==> src/rtl/segdrv_pkg.sv <==
package segdrv_pkg;
  localparam int SEG_N  = 7;
  localparam int CODE_W = 4;

  typedef enum logic [1:0] {
    PH_EXT  = 2'd0,
    PH_LOW  = 2'd1,
    PH_HIGH = 2'd2,
    PH_LCD  = 2'd3
  } phMode_e;

  typedef struct packed {
    logic loadEn;
    logic blankEn;
    logic invertEn;
  } dpStrobe_t;
endpackage

==> src/rtl/segdrv_sync.sv <==
module segdrv_sync #(
  parameter int WIDTH  = 1,
  parameter int STAGES = 2
) (
  input  logic             clk,
  input  logic             rst,
  input  logic [WIDTH-1:0] d,
  output logic [WIDTH-1:0] q
);
  logic [STAGES-1:0][WIDTH-1:0] stg;

  always_ff @(posedge clk) begin
    if (rst) begin
      stg <= '0;
    end else begin
      stg[0] <= d;
      for (int i = 1; i < STAGES; i++) stg[i] <= stg[i-1];
    end
  end

  assign q = stg[STAGES-1];
endmodule

==> src/rtl/segdrv_ctrl.sv <==
module segdrv_ctrl
  import segdrv_pkg::*;
#(
  parameter int SYNC_STAGES = 2,
  parameter int HALF_PERIOD = 6
) (
  input  logic      clk,
  input  logic      rst,
  input  logic      latchOpen,
  input  logic      blankIn,
  input  logic      phaseIn,
  input  logic [1:0] phaseMode,
  output dpStrobe_t strb,
  output phMode_e   modeSync,
  output logic      lcdPhase
);
  localparam int CNT_W = (HALF_PERIOD > 1) ? $clog2(HALF_PERIOD) : 1;
  localparam logic [CNT_W-1:0] CNT_LAST = CNT_W'(HALF_PERIOD - 1);

  logic [4:0] rawCtl;
  logic [4:0] syncCtl;
  logic [CNT_W-1:0] halfCnt;
  logic effPhase;

  assign rawCtl = {latchOpen, blankIn, phaseIn, phaseMode};

  segdrv_sync #(.WIDTH(5), .STAGES(SYNC_STAGES)) ctlSync_i (
    .clk(clk), .rst(rst), .d(rawCtl), .q(syncCtl)
  );

  assign modeSync = phMode_e'(syncCtl[1:0]);

  always_ff @(posedge clk) begin
    if (rst || modeSync != PH_LCD) begin
      halfCnt  <= '0;
      lcdPhase <= 1'b0;
    end else if (halfCnt == CNT_LAST) begin
      halfCnt  <= '0;
      lcdPhase <= ~lcdPhase;
    end else begin
      halfCnt <= halfCnt + 1'b1;
    end
  end

  always_comb begin
    unique case (modeSync)
      PH_EXT:  effPhase = syncCtl[2];
      PH_LOW:  effPhase = 1'b0;
      PH_HIGH: effPhase = 1'b1;
      default: effPhase = lcdPhase;
    endcase
  end

  assign strb.loadEn   = syncCtl[4];
  assign strb.blankEn  = syncCtl[3];
  assign strb.invertEn = effPhase;
endmodule

==> src/rtl/segdrv_dp.sv <==
module segdrv_dp
  import segdrv_pkg::*;
#(
  parameter int SYNC_STAGES = 2
) (
  input  logic              clk,
  input  logic              rst,
  input  logic [CODE_W-1:0] digitIn,
  input  dpStrobe_t         strb,
  output logic [CODE_W-1:0] heldCode,
  output logic [CODE_W-1:0] selCode,
  output logic [SEG_N-1:0]  segOut,
  output logic              backplaneOut
);
  logic [CODE_W-1:0] digitSync;
  logic [SEG_N-1:0]  glyph;
  logic [SEG_N-1:0]  shown;
  logic [SEG_N-1:0]  segNext;

  segdrv_sync #(.WIDTH(CODE_W), .STAGES(SYNC_STAGES)) dataSync_i (
    .clk(clk), .rst(rst), .d(digitIn), .q(digitSync)
  );

  always_ff @(posedge clk) begin
    if (rst)              heldCode <= '1;
    else if (strb.loadEn) heldCode <= digitSync;
  end

  assign selCode = strb.loadEn ? digitSync : heldCode;

  always_comb begin
    unique case (selCode)
      4'd0:    glyph = 7'b1111110;
      4'd1:    glyph = 7'b0110000;
      4'd2:    glyph = 7'b1101101;
      4'd3:    glyph = 7'b1111001;
      4'd4:    glyph = 7'b0110011;
      4'd5:    glyph = 7'b1011011;
      4'd6:    glyph = 7'b1011111;
      4'd7:    glyph = 7'b1110000;
      4'd8:    glyph = 7'b1111111;
      4'd9:    glyph = 7'b1111011;
      default: glyph = 7'b0000000;
    endcase
  end

  assign shown = (strb.blankEn || selCode > 4'd9) ? '0 : glyph;

  generate
    for (genvar s = 0; s < SEG_N; s++) begin : g_pol
      assign segNext[s] = shown[s] ^ strb.invertEn;
    end
  endgenerate

  always_ff @(posedge clk) begin
    if (rst) begin
      segOut       <= '0;
      backplaneOut <= 1'b0;
    end else begin
      segOut       <= segNext;
      backplaneOut <= strb.invertEn;
    end
  end
endmodule

==> src/rtl/segdrv_top.sv <==
module segdrv_top
  import segdrv_pkg::*;
#(
  parameter int SYNC_STAGES = 2,
  parameter int HALF_PERIOD = 6
) (
  input  logic       clk,
  input  logic       rst,
  input  logic [3:0] digitIn,
  input  logic       latchOpen,
  input  logic       blankIn,
  input  logic       phaseIn,
  input  logic [1:0] phaseMode,
  output logic [6:0] segOut,
  output logic       backplaneOut
);
  dpStrobe_t   strb;
  phMode_e     modeSync;
  logic        lcdPhase;
  logic [3:0]  heldCode;
  logic [3:0]  selCode;

  segdrv_ctrl #(.SYNC_STAGES(SYNC_STAGES), .HALF_PERIOD(HALF_PERIOD)) ctrl_i (
    .clk(clk), .rst(rst), .latchOpen(latchOpen), .blankIn(blankIn),
    .phaseIn(phaseIn), .phaseMode(phaseMode), .strb(strb),
    .modeSync(modeSync), .lcdPhase(lcdPhase)
  );

  segdrv_dp #(.SYNC_STAGES(SYNC_STAGES)) dp_i (
    .clk(clk), .rst(rst), .digitIn(digitIn), .strb(strb),
    .heldCode(heldCode), .selCode(selCode),
    .segOut(segOut), .backplaneOut(backplaneOut)
  );
endmodule

==> config.mk <==
export PLATFORM = sky130hd
export DESIGN_NAME = segdrv_top
export DESIGN_NICKNAME = d
export VERILOG_FILES = /design/src/rtl/segdrv_pkg.sv /design/src/rtl/segdrv_sync.sv /design/src/rtl/segdrv_ctrl.sv /design/src/rtl/segdrv_dp.sv /design/src/rtl/segdrv_top.sv
export SDC_FILE = /design/constraint.sdc
export NUM_CORES = 1
export LEC_CHECK = 0
export ABC_CLOCK_PERIOD_IN_PS = 2600
export BUFFER_PORTS_ARGS = -buffer_cell sky130_fd_sc_hd__buf_2
export CAP_MARGIN = 20
export CORE_UTILIZATION = 25
export CTS_CLUSTER_SIZE = 8
export DETAILED_ROUTE_END_ITERATION = 12
export PLACE_DENSITY_LB_ADDON = 0.12
export SYNTH_ARGS = -nofsm -noshare
export SYNTH_HDL_FRONTEND = slang
export SYNTH_HIERARCHICAL = 1
export SYNTH_SLANG_ARGS = --single-unit
==> constraint.sdc <==
create_clock -name clk -period 2.6 [get_ports clk]
set_input_delay 0.52 -clock clk [delete_from_list [all_inputs] [get_ports clk]]
set_output_delay 0.52 -clock clk [all_outputs]
set_load 0.005 [all_outputs]
==> results of run 1 <==
==> cell type report <==
type	instances	area, µm²	area share (%)
clock buffer	5	68.82	4.145
clock inverter	2	10.01	0.6029
inverter	6	25.02	1.507
multi-input combinational	87	695.7	41.90
sequential	34	680.7	40.99
tap	72	90.09	5.426
timing repair buffer	18	90.09	5.426
==> kinds of logic after synthesis <==
logic type / Yosys count
flops: 34
buf+inv: 18
fa+ha+maj: 7
compound gates: 24
mux: 10
simple gates: 46
==> layer usage <==
| layer | share of wire [%] | up-vias | wire length (µm) |
|---|---|---|---|
| met5 | 0 | - | 0 |
| met4 | 2.8 | 0 | 71 |
| met3 | 4.5 | 7 | 112 |
| met2 | 46 | 19 | 1147 |
| met1 | 47 | 442 | 1176 |
| li1 | - | 496 | - |
==> per-stage QoR <==
step,utilization [%],hold slack [ns]
finish,29.61,0.4319
global route,29.61,0.4436
CTS,29.61,0.4316
detailed placement,28.20,0.4239
global placement,28.20,0.4204
floorplan,-,0.4138
==> worst min path at each step <==
stage,from,end,slack [ns],cells after the start
6_report,dp_i/dataSync_i/stg[0],dp_i/dataSync_i/q[0],0.43,1
5_1_grt,blankIn,ctrl_i/ctlSync_i/stg[3],0.44,2
4_1_cts,phaseIn,ctrl_i/ctlSync_i/stg[2],0.43,2
3_5_place_dp,dp_i/dataSync_i/stg[3],dp_i/dataSync_i/q[3],0.42,1
3_3_place_gp,dp_i/dataSync_i/stg[1],dp_i/dataSync_i/q[1],0.42,1
2_1_floorplan,ctrl_i/ctlSync_i/stg[0],ctrl_i/ctlSync_i/q[0],0.41,1
==> registers in the layout, summed over array words and instances (netlist names) <==
name                  flops
ctrl_i/ctlSync_i/q        5
ctrl_i/ctlSync_i/stg      5
ctrl_i/halfCnt            3
ctrl_i/lcdPhase           1
dp_i/backplaneOut         1
dp_i/dataSync_i/q         4
dp_i/dataSync_i/stg       4
dp_i/heldCode             4
dp_i/segOut               7
==> cells in the mapped netlist, types with 2 or more instances <==
cell type	n	area, µm²
nand2_1	3	11.26
mux2i_1	8	80.08
ha_1	7	87.58
a211oi_1	2	15.01
nor2_1	4	15.01
a21oi_1	5	25.02
nor2b_1	19	118.9
nand2b_1	5	31.28
o21ai_0	2	10.01
dfxtp_1	34	680.7
a211o_1	2	17.52
inv_1	5	18.77
a221oi_2	2	30.03
buf_4	10	75.07
or2_2	2	12.51
or3b_1	2	17.52
o221ai_1	2	17.52
nand3b_1	2	15.01
==> critical path, stage by stage (launching register included) <==
cell and delay (ns):
dfxtp_1 0.62, mux2i_1 0.47, ha_1 0.30, nor2_1 0.08, a21oi_1 0.31, o221ai_1 0.22, mux2i_1 0.15
==> where the power goes <==
group | switching [mW] | leakage, nW | total (mW) | internal, mW
Clock | 0.178 | 0.0438 | 0.357 | 0.179
Combinational | 0.0543 | 0.350 | 0.104 | 0.0498
Sequential | 0.0124 | 0.280 | 0.558 | 0.546
==> impl_results.md, run 1 <==
- Outcome: completed
- GR Util All Layers: 9.203%
- Post-synth EDFFs: 0
- Clk buf depth: 2
- Postcts setup bufs: 0
- Period utilization: 87.23%
- Filler Cell Count: 629
- CP max FO: 12
- First-pass GRT wire length: 4.257 mm
- Synth warnings: 6
- Mux cell area share after synthesis: 7.919%
- Max Clock Freq: 0.4409 GHz
- Synth Cell Area: 1485 µm²
- Worst slew pin tran: 0.4820 ns
- Worst-Skew Late Latency: 0.28 ns
- Hold Path Class: flip-flop to flip-flop
- GRT overflow: 0
- Setup WS post-layout: 0.3320 ns
- Crit Reg-Reg Endpoint: dp_i/segOut[3]
- M2 GR Usage: 14.57%
- Die Width: 79.08 µm
- Slew Limit Fails: 0
- WL/cell: 11.20 µm
- Layout Cells excl Fill: 224
- Met3 Resource Use GR: 3.563%
- Hpwl dp: 1.812 mm
- Number of synthesized register bits: 34
- Async S/R FF share, synth: 0%
- Total negative slack: 0 ns
- Post-Synth XOR/XNOR Area: 0%
- WP data arrival: 2.43 ns
- Vias per cell: 4.304
- Leak: 0.6736 nW
- Unrepaired setup endpoints after global routing: false
- H-Tree Depth: 2
- Initial antenna violation count: 0
- Reg2reg start: ctrl_i/ctlSync_i/q[4]
- GR Layer Usage met1: 10.01%
- Vias: 964
- # IOs: 19
- Post-Synth Simple-Gate Area: 20.05%
- WL final: 2.508 mm
- DRT iter0 DRCs: 30
- Yosys cell types: 41
- Post-Syn Nets: 157
- Number of gates resized after cts: 0
- Initial Util: 26.48%
- Reg-to-reg setup timing slack: 0.33 ns
- Share of cells above drive strength 1: 24.34%
- Fin area: 1660 µm²
- Combinational family with the most area after synthesis: simple AND/OR/NAND/NOR gates
- Largest net degree at the start of global routing: 28
- Slew HR: 67.83%
- Worst setup EP type: flip-flop
- DP Area: 1582 µm²
- Placeable Area: 5608 µm²
- TritonCTS clock tree: yes
- Post-Place Cells: 217
- Ant diodes: 0
- Nets@finish: 170
- Die Height: 79.08 µm
- GRT busiest layer: met2
- Sequential-to-total area share from yosys stat: 45.83%
- P per Cell Area: 613.9 nW/µm²
- DRC: 0
- R2R depth: 6
- TritonRoute pass-1 iters: 4
- Top FF cell, synth: dfxtp_1
- Maximum vdd drop: 0.1659 mV
- Final Skew: 0.005754 ns
- Post-placement setup slack: 0.3300 ns
- Area grow syn2layout: 11.79%
- Most frequent cells in the layout: dfxtp_1, nor2b_1, buf_2
- Crit Path Class: flip-flop to flip-flop
- Area of the die: 6253 µm²
- # clock sinks: 34
- Final hold vios: 0
- Avg Cell Area, Syn: 10.68 µm²
- CP Launch Type: flip-flop
- Gpl congestion: 0.7713
- Vias in the first global route: 924
- Cts-stage hold buffer count: 0
- Number of routed nets with antenna violations: 0
- Setup-failing EPs final: 0
- Worst setup endpoint: dp_i/segOut[3]
- Post-synthesis compound-gate area fraction: 12.97%
- Root buf cell: clkbuf_8
- Clock edge transition at the registers on the reported setup and hold paths: 0.07 ns
- Max-cap violations: 0
- Crit path required time: 2.76 ns
- Fin crit period: 2.268 ns
- Rows: 27
- Post-synthesis instance total: 139
- Most common cell after layout, fill and taps aside: dfxtp_1
- Worst Setup SP: ctrl_i/ctlSync_i/q[4]
- IO buf count: 18
- Adder and majority cell fraction of the synthesized area: 5.897%
- Overall Power: 1.019 mW
- CTS buffer count: 5
No activity file was read; power rests on OpenSTA's default activity.
==> run 2: changes to the inputs <==
--- a/config.mk
+++ b/config.mk
@@ -5,6 +5,7 @@
 export SDC_FILE = /design/constraint.sdc
 export NUM_CORES = 1
 export LEC_CHECK = 0
+export ABC_AREA = 1
 export ABC_CLOCK_PERIOD_IN_PS = 2600
 export BUFFER_PORTS_ARGS = -buffer_cell sky130_fd_sc_hd__buf_2
 export CAP_MARGIN = 20
==> run 2 against run 1 <==
First-iteration DRC count grew 47%. Final cell count is 32% higher. Sequential cell count is the same. Sequential power down 0.9%. Routed wire length down 0.76%. Clock-buffer cell count rose by 1. Critical endpoint is now dp_i/segOut[5]. Utilization rose by 0.084 points. Die area is 3.0% higher. Clock power is 70% higher.
==> impl_results.md, run 2 <==
- CTS buffer count: 5 (unchanged)
- Commonest cells in the netlist: nand2_1, nor2_1, inv_1
- Post-Synth Simple-Gate Area: 30.91% (+11 points)
- Vias: 1138 (+18%)
- Worst-Skew Late Latency: 0.29 ns (about the same)
- Leak: 0.8814 nW (+31%)
- TritonCTS clock tree: yes
- Root buf cell: clkbuf_8
- Vias in the first global route: 1075 (+16%)
- WL/cell: 8.409 µm (-25%)
- Dominant cell type by area after synthesis: dfxtp_1
- Crit Path Class: flip-flop to flip-flop
- Gpl congestion: 0.7797 (+1.1%)
- Clock edge transition at the registers on the reported setup and hold paths: 0.07 ns (about the same)
- Avg Cell Area, Syn: 7.357 µm² (-31%)
- Die Width: 80.24 µm (+1.5%)
- CP Launch Type: flip-flop
- Most common cell in the synthesized netlist: nand2_1
- Worst setup EP type: flip-flop
- Core Util, Final: 29.69% (+0.084 points)
- Maximum vdd drop: 0.2988 mV (+80%)
- DRC: 0 (unchanged)
- Cts-stage hold buffer count: 0 (unchanged)
- GR Util All Layers: 9.341% (+0.14 points)
- Sequential-to-total area share from yosys stat: 44.48% (-1.3 points)
- Synth warnings: 6 (unchanged)
- H-Tree Depth: 2 (unchanged)
- WP data arrival: 1.87 ns (-0.56 ns)
- First-pass GRT wire length: 4.505 mm (+5.8%)
- Synth Cell Area: 1530 µm² (+3.0%)
- # IOs: 19 (unchanged)
- Internal power: 1.001 mW (+29%)
- Max-cap violations: 0 (unchanged)
- R2R depth: 12 (+6)
- Area of the die: 6438 µm² (+3.0%)
- Reg2reg start: ctrl_i/ctlSync_i/q[4]
- Crit path required time: 2.79 ns (+0.03 ns)
- Post-Syn Nets: 226 (+44%)
- P per Cell Area: 731.8 nW/µm² (+19%)
- Hold Path Class: flip-flop to flip-flop
- Post-Synth XOR/XNOR Area: 0% (unchanged)
- Worst setup endpoint: dp_i/segOut[5]
- Share of cells above drive strength 1: 19.46% (-4.9 points)
- Worst Setup SP: ctrl_i/ctlSync_i/q[4]
- WL final: 2.489 mm (-0.76%)
- Post-synth EDFFs: 0 (unchanged)
- Largest net degree at the start of global routing: 22 (-21%)
- Nets@finish: 238 (+40%)
- Max reg flops: 7 (unchanged)
- Reg-to-reg setup timing slack: 0.92 ns (+0.58 ns)
- Crit Reg-Reg Endpoint: dp_i/segOut[5]
- Setup-failing EPs final: 0 (unchanged)
- Unrepaired setup endpoints after global routing: false
- Top FF cell, synth: dfxtp_1
- Switching component of the power: 0.2859 mW (+17%)
- # clock sinks: 34 (unchanged)
- Vias per cell: 3.845 (-11%)
- Post-synthesis compound-gate area fraction: 2.289% (-11 points)
- Area grow syn2layout: 14.88%
- Number of routed nets with antenna violations: 0 (unchanged)
- Most common cell after layout, fill and taps aside: nand2_1
- Ant diodes: 0 (unchanged)
- GRT overflow: 0 (unchanged)
- Seq pwr share: 43.0% (-12 points)
- Clk buf depth: 2 (unchanged)
- Initial Util: 25.85% (-0.64 points)
- Slew HR: 74.84% (+7.0 points)
- Largest register by flop count: dp_i/segOut
- Number of gates resized after cts: 0 (unchanged)
- Outcome: completed
- Most frequent cells in the layout: nand2_1, nor2_1, inv_1
- Total negative slack: 0 ns (unchanged)
- Post-synthesis instance total: 208 (+50%)
- Combinational family with the most area after synthesis: simple AND/OR/NAND/NOR gates
- Fin crit period: 1.684 ns (-0.5838 ns)
- Max Clock Freq: 0.5937 GHz (+35%)
- Synth area leaders: dfxtp_1, nand2_1, nor2_1
- Adder and majority cell fraction of the synthesized area: 5.724% (-0.17 points)
- Period utilization: 64.78% (-22 points)
- Postcts setup bufs: 0 (unchanged)
- Layout Cells excl Fill: 296 (+32%)
- Final Skew: 0.002997 ns (-0.002757 ns)
- Switch share: 22.22% (-1.8 points)
- Mux cell area share after synthesis: 0% (-7.9 points)
- Rows: 28 (+3.7%)
- Final hold vios: 0 (unchanged)
- Number of synthesized register bits: 34 (unchanged)
- Clock share of power: 47.3% (+12 points)
- DRT iter0 DRCs: 44 (+47%)
- Die Height: 80.24 µm (+1.5%)
- IO buf count: 18 (unchanged)
- Initial antenna violation count: 0 (unchanged)
- Worst slew pin tran: 0.3775 ns (-0.1045 ns)
- Logic pwr share: 9.8% (-0.4 points)
- Placeable Area: 5921 µm² (+5.6%)
- Synth top area share: 44.48% (-1.3 points)
- Post-Place Cells: 288 (+33%)
- Yosys cell types: 19 (-54%)
- Slew Limit Fails: 0 (unchanged)
- Hpwl dp: 1.759 mm (-3.0%)
- TritonRoute pass-1 iters: 5 (+1)
- Async S/R FF share, synth: 0% (unchanged)
- CP max FO: 6 (-6)
[run 2: changes by cell type after synthesis, moves of 8 or more]
cell	previous run	this run
nor2b_1	19	0
nand3_1	0	13
mux2i_1	8	0
nor2_1	4	39
inv_1	5	35
nand2_1	3	42
nand2_2	0	8
[run 2: logic make-up after synthesis]
kind of cell,after synthesis
simple gates,108
buf+inv,52
flops,34
compound gates,7
fa+ha+maj,7
[run 2: final cells by class]
| class | instances | area (µm²) |
|---|---|---|
| fill | 660 | 4163 |
| sequential | 34 | 680.7 |
| multi-input combinational | 122 | 595.6 |
| inverter | 38 | 147.6 |
| timing repair buffer | 19 | 97.59 |
| tap | 75 | 93.84 |
| clock buffer | 6 | 82.58 |
| clock inverter | 2 | 60.06 |
[run 2: how the worst min path moves through the flow]
stage / startpoint / endpoint / slack [ns] / cells past startpoint
2_1_floorplan: ctrl_i/ctlSync_i/stg[0] / ctrl_i/ctlSync_i/q[0] / 0.39 / 2
3_3_place_gp: ctrl_i/ctlSync_i/stg[0] / ctrl_i/ctlSync_i/q[0] / 0.39 / 2
3_5_place_dp: ctrl_i/ctlSync_i/stg[0] / ctrl_i/ctlSync_i/q[0] / 0.39 / 2
4_1_cts: ctrl_i/ctlSync_i/stg[0] / ctrl_i/ctlSync_i/q[0] / 0.40 / 2
5_1_grt: phaseMode[1] / ctrl_i/ctlSync_i/stg[1] / 0.42 / 3
6_report: ctrl_i/ctlSync_i/stg[0] / ctrl_i/ctlSync_i/q[0] / 0.40 / 2
[run 2: worst max-delay path: stages, from the launching register on]
cell	delay, ns
dfxtp_1	0.36
inv_2	0.12
nand2_1	0.05
and2_2	0.19
inv_1	0.15
ha_1	0.20
nand2_1	0.06
nand3_1	0.07
nand2_1	0.09
nor2_1	0.15
nand2_1	0.07
nand2_1	0.06
nor2_1	0.04
[run 2: layer usage]
metal,share of wire [%],GRT usage (%),wire length [µm],vias to the layer above
li1,-,-,-,623
met1,49,10.03,1211,493
met2,45,15.38,1121,16
met3,4.7,4.659,117,6
met4,1.6,4.107,39,0
met5,0,0,0,-
[run 2: power groups by stage]
stage	logic, mW	registers, mW	clock network [mW]
finish	0.126	0.553	0.608
global route	0.150	0.556	0.653
CTS	0.128	0.553	0.631
detailed placement	0.128	0.565	0
global placement	0.129	0.565	0
floorplan	0.103	0.564	0
[run 2: metrics by stage]
stage	cell area, µm²	hold slack [ns]	setup WS, ns	power [mW]
3_5_place_dp	1615	0.3931	0.9363	0.6925
3_3_place_gp	1615	0.3912	0.9342	0.6937
5_1_grt	1758	0.4150	0.6854	1.358
4_1_cts	1758	0.4041	0.9203	1.312
2_1_floorplan	1530	0.3883	1.035	0.6672
6_report	1758	0.4026	0.9158	1.286
==> run 3: changes to the inputs <==
--- a/config.mk
+++ b/config.mk
@@ -6,7 +6,7 @@
 export NUM_CORES = 1
 export LEC_CHECK = 0
 export ABC_AREA = 1
-export ABC_CLOCK_PERIOD_IN_PS = 2600
+export ABC_CLOCK_PERIOD_IN_PS = 1400
 export BUFFER_PORTS_ARGS = -buffer_cell sky130_fd_sc_hd__buf_2
 export CAP_MARGIN = 20
 export CORE_UTILIZATION = 25
==> constraint.sdc (replaced) <==
create_clock -name clk -period 1.4 [get_ports clk]
set_input_delay 0.28 -clock clk [delete_from_list [all_inputs] [get_ports clk]]
set_output_delay 0.28 -clock clk [all_outputs]
set_load 0.005 [all_outputs]
==> run 3 against run 2 <==
The run now ends with setup timing left. First-iteration DRC count increased by 20%. Utilization grew 2.6 points. Via count down 0.79%. Cell area up 8.6%. Critical path depth down 1. Maximum frequency up 14%. Non-clock buffer count up 7. Sequential share of layout area decreased by 2.9 points. Setup slack got worse by 1.0 ns. Combinational power up 150%. Largest power group is now sequential cells.
==> impl_results.md, run 3 (synthesis gave the netlist of run 2 again) <==
- CP bufs+invs: 1 (-1)
- Most frequent cells in the layout: nor2_1, nand2_1, dfxtp_1
- Vias in the first global route: 1024 (-4.7%)
- Leak: 0.9052 nW (+2.7%)
- Area of the die: 6438 µm² (unchanged)
- Max reg flops: 7 (unchanged)
- Crit Path Class: flip-flop to flip-flop
- Reg-to-reg setup timing slack: -0.08 ns (-1.00 ns)
- Unrepaired setup endpoints after global routing: true
- CP Launch Type: flip-flop
- Post-placement setup slack: -0.09270 ns (-1.029 ns)
- Root buf cell: clkbuf_8
- Hold Path Class: input pin to flip-flop
- TritonCTS clock tree: yes
- IO buf count: 18 (unchanged)
- Slew HR: 72.76% (-2.1 points)
- DRC: 0 (unchanged)
- Initial Util: 25.85% (unchanged)
- P per Cell Area: 1087 nW/µm² (+48%)
- Initial antenna violation count: 0 (unchanged)
- Largest delay share family, worst path: simple AND/OR/NAND/NOR gates
- Gpl congestion: 0.7414 (-4.9%)
- Layout Cells excl Fill: 303 (+2.4%)
- Most common cell after layout, fill and taps aside: nor2_1
- Critical path's slowest cell: dfxtp_4
- Die Height: 80.24 µm (unchanged)
- Overall Power: 2.075 mW (+61%)
- Vias per cell: 3.726 (-3.1%)
- TritonRoute pass-1 iters: 4 (-1)
- Worst setup EP type: flip-flop
- Placeable Area: 5921 µm² (unchanged)
- # IOs: 19 (unchanged)
- Area grow syn2layout: 24.78%
- Max-cap violations: 0 (unchanged)
- Crit path required time: 1.57 ns (-1.22 ns)
- Vias: 1129 (-0.79%)
- Nets@finish: 245 (+2.9%)
- GRT overflow: 0 (unchanged)
- Final Skew: 0.006005 ns (+0.003008 ns)
- Hpwl dp: 1.812 mm (+3.1%)
- Maximum vdd drop: 0.4644 mV (+55%)
- Failing checks: setup timing
- Worst slew pin tran: 0.4081 ns (+0.03062 ns)
- Die Width: 80.24 µm (unchanged)
- H-Tree Depth: 2 (unchanged)
- CP dominant cell by count: nand2_2
- Largest register by flop count: dp_i/segOut
- Critical-path cell list: inv_6 > nand2_2 > and2_4 > ha_4 > nand3_4 > nand2_2 > nand2_2 > nand2_4 > nand4_1 > nand2_1 > nor2_1
- Postcts setup bufs: 0 (unchanged)
- WL final: 2.545 mm (+2.2%)
- # clock sinks: 34 (unchanged)
- Clock edge transition at the registers on the reported setup and hold paths: 0.07 ns (about the same)
- Share of cells above drive strength 1: 33.33% (+14 points)
- Ant diodes: 0 (unchanged)
- Setup WS post-layout: -0.07949 ns (-0.9952 ns)
- CP max FO: 7 (+1)
- WP data arrival: 1.65 ns (-0.22 ns)
- Worst-Skew Late Latency: 0.27 ns (-0.02 ns)
- Final hold vios: 0 (unchanged)
- Slew Limit Fails: 0 (unchanged)
- Outcome: finished, violations left
- WL/cell: 8.399 µm (-0.11%)
- Rows: 28 (unchanged)
- Largest net degree at the start of global routing: 20 (-9.1%)
- Number of routed nets with antenna violations: 0 (unchanged)
- First-pass GRT wire length: 4.567 mm (+1.4%)
- Period utilization: 105.7% (+41 points)
- Setup-failing EPs final: 7 (+7)
- DRT iter0 DRCs: 53 (+20%)
- GR Util All Layers: 9.459% (+0.12 points)
- Clk buf depth: 2 (unchanged)
- Fin crit period: 1.479 ns (-0.2048 ns)
- CTS buffer count: 5 (unchanged)
- CP peak stage delay: 0.38 ns (+0.02 ns)
- Post-Place Cells: 295 (+2.4%)
- Max Clock Freq: 0.6759 GHz (+14%)
[run 3: changes by cell type in the layout (fill, tap and decap cells not counted), moves of 3 or more]
cell and delta:
buf_4 +7, nand2_1 -7, nand3_1 -6, inv_1 -5, ha_1 -4, nand2_2 +4, nand3_2 +4, ha_4 +3
inv_2 +3, nand2_4 +3
[run 3: per-stage QoR]
step	TNS, ns	cell area [µm²]	util, %	hold WS [ns]
CTS	-0.3174	1878	31.72	0.1806
floorplan	-0.1020	1569	-	0.3524
detailed placement	-0.4897	1703	28.76	0.3933
global placement	-0.3455	1703	28.76	0.3904
global route	-1.090	1909	32.25	0.1760
finish	-0.3029	1909	32.25	0.1900
[run 3: layout make-up]
class / count / area, µm²
Sequential cell: 34 / 684.4
Tap cell: 75 / 93.84
Inverter: 38 / 157.7
Multi-Input combinational cell: 122 / 732.0
Clock inverter: 1 / 5.005
Timing Repair Buffer: 26 / 150.1
Clock buffer: 7 / 86.33
Fill cell: 637 / 4011
[run 3: per-layer routing]
metal	global-route usage, %	wire (µm)	vias up
met1	10.71	1188	479
met3	2.727	72	2
met5	0	0	-
met2	16.07	1257	13
li1	-	-	635
met4	4.821	25	0
[run 3: path summary, 6_finish.rpt]
path / startpoint / endpoint / depth (start not counted)
max reg2reg: ctrl_i/ctlSync_i/q[4] / dp_i/segOut[0] / 11
min reg2reg: ctrl_i/ctlSync_i/stg[4] / ctrl_i/ctlSync_i/q[4] / 2
max: ctrl_i/ctlSync_i/q[4] / dp_i/segOut[0] / 11
min: rst / dp_i/backplaneOut / 2
[run 3: what timing repair did]
item	CTS	global route
hold buffers	0	0
pin swaps	12	4
setup endpoints to repair	7	7
gates resized for setup	23	8
cloned	0	0
[run 3: worst reg2reg max path, cell delays in order (launching register included)]
cell and delay, ns:
dfxtp_4 0.38, inv_6 0.04, nand2_2 0.04, and2_4 0.19, ha_4 0.15, nand3_4 0.08
nand2_2 0.08, nand2_2 0.08, nand2_4 0.12, nand4_1 0.10, nand2_1 0.07, nor2_1 0.04
[run 3: power by group]
part | switching, mW | total, mW | internal, mW
clock network | 0.339 | 0.735 | 0.397
logic | 0.187 | 0.313 | 0.126
registers | 0.0145 | 1.03 | 1.01
total | 0.540 | 2.07 | 1.53
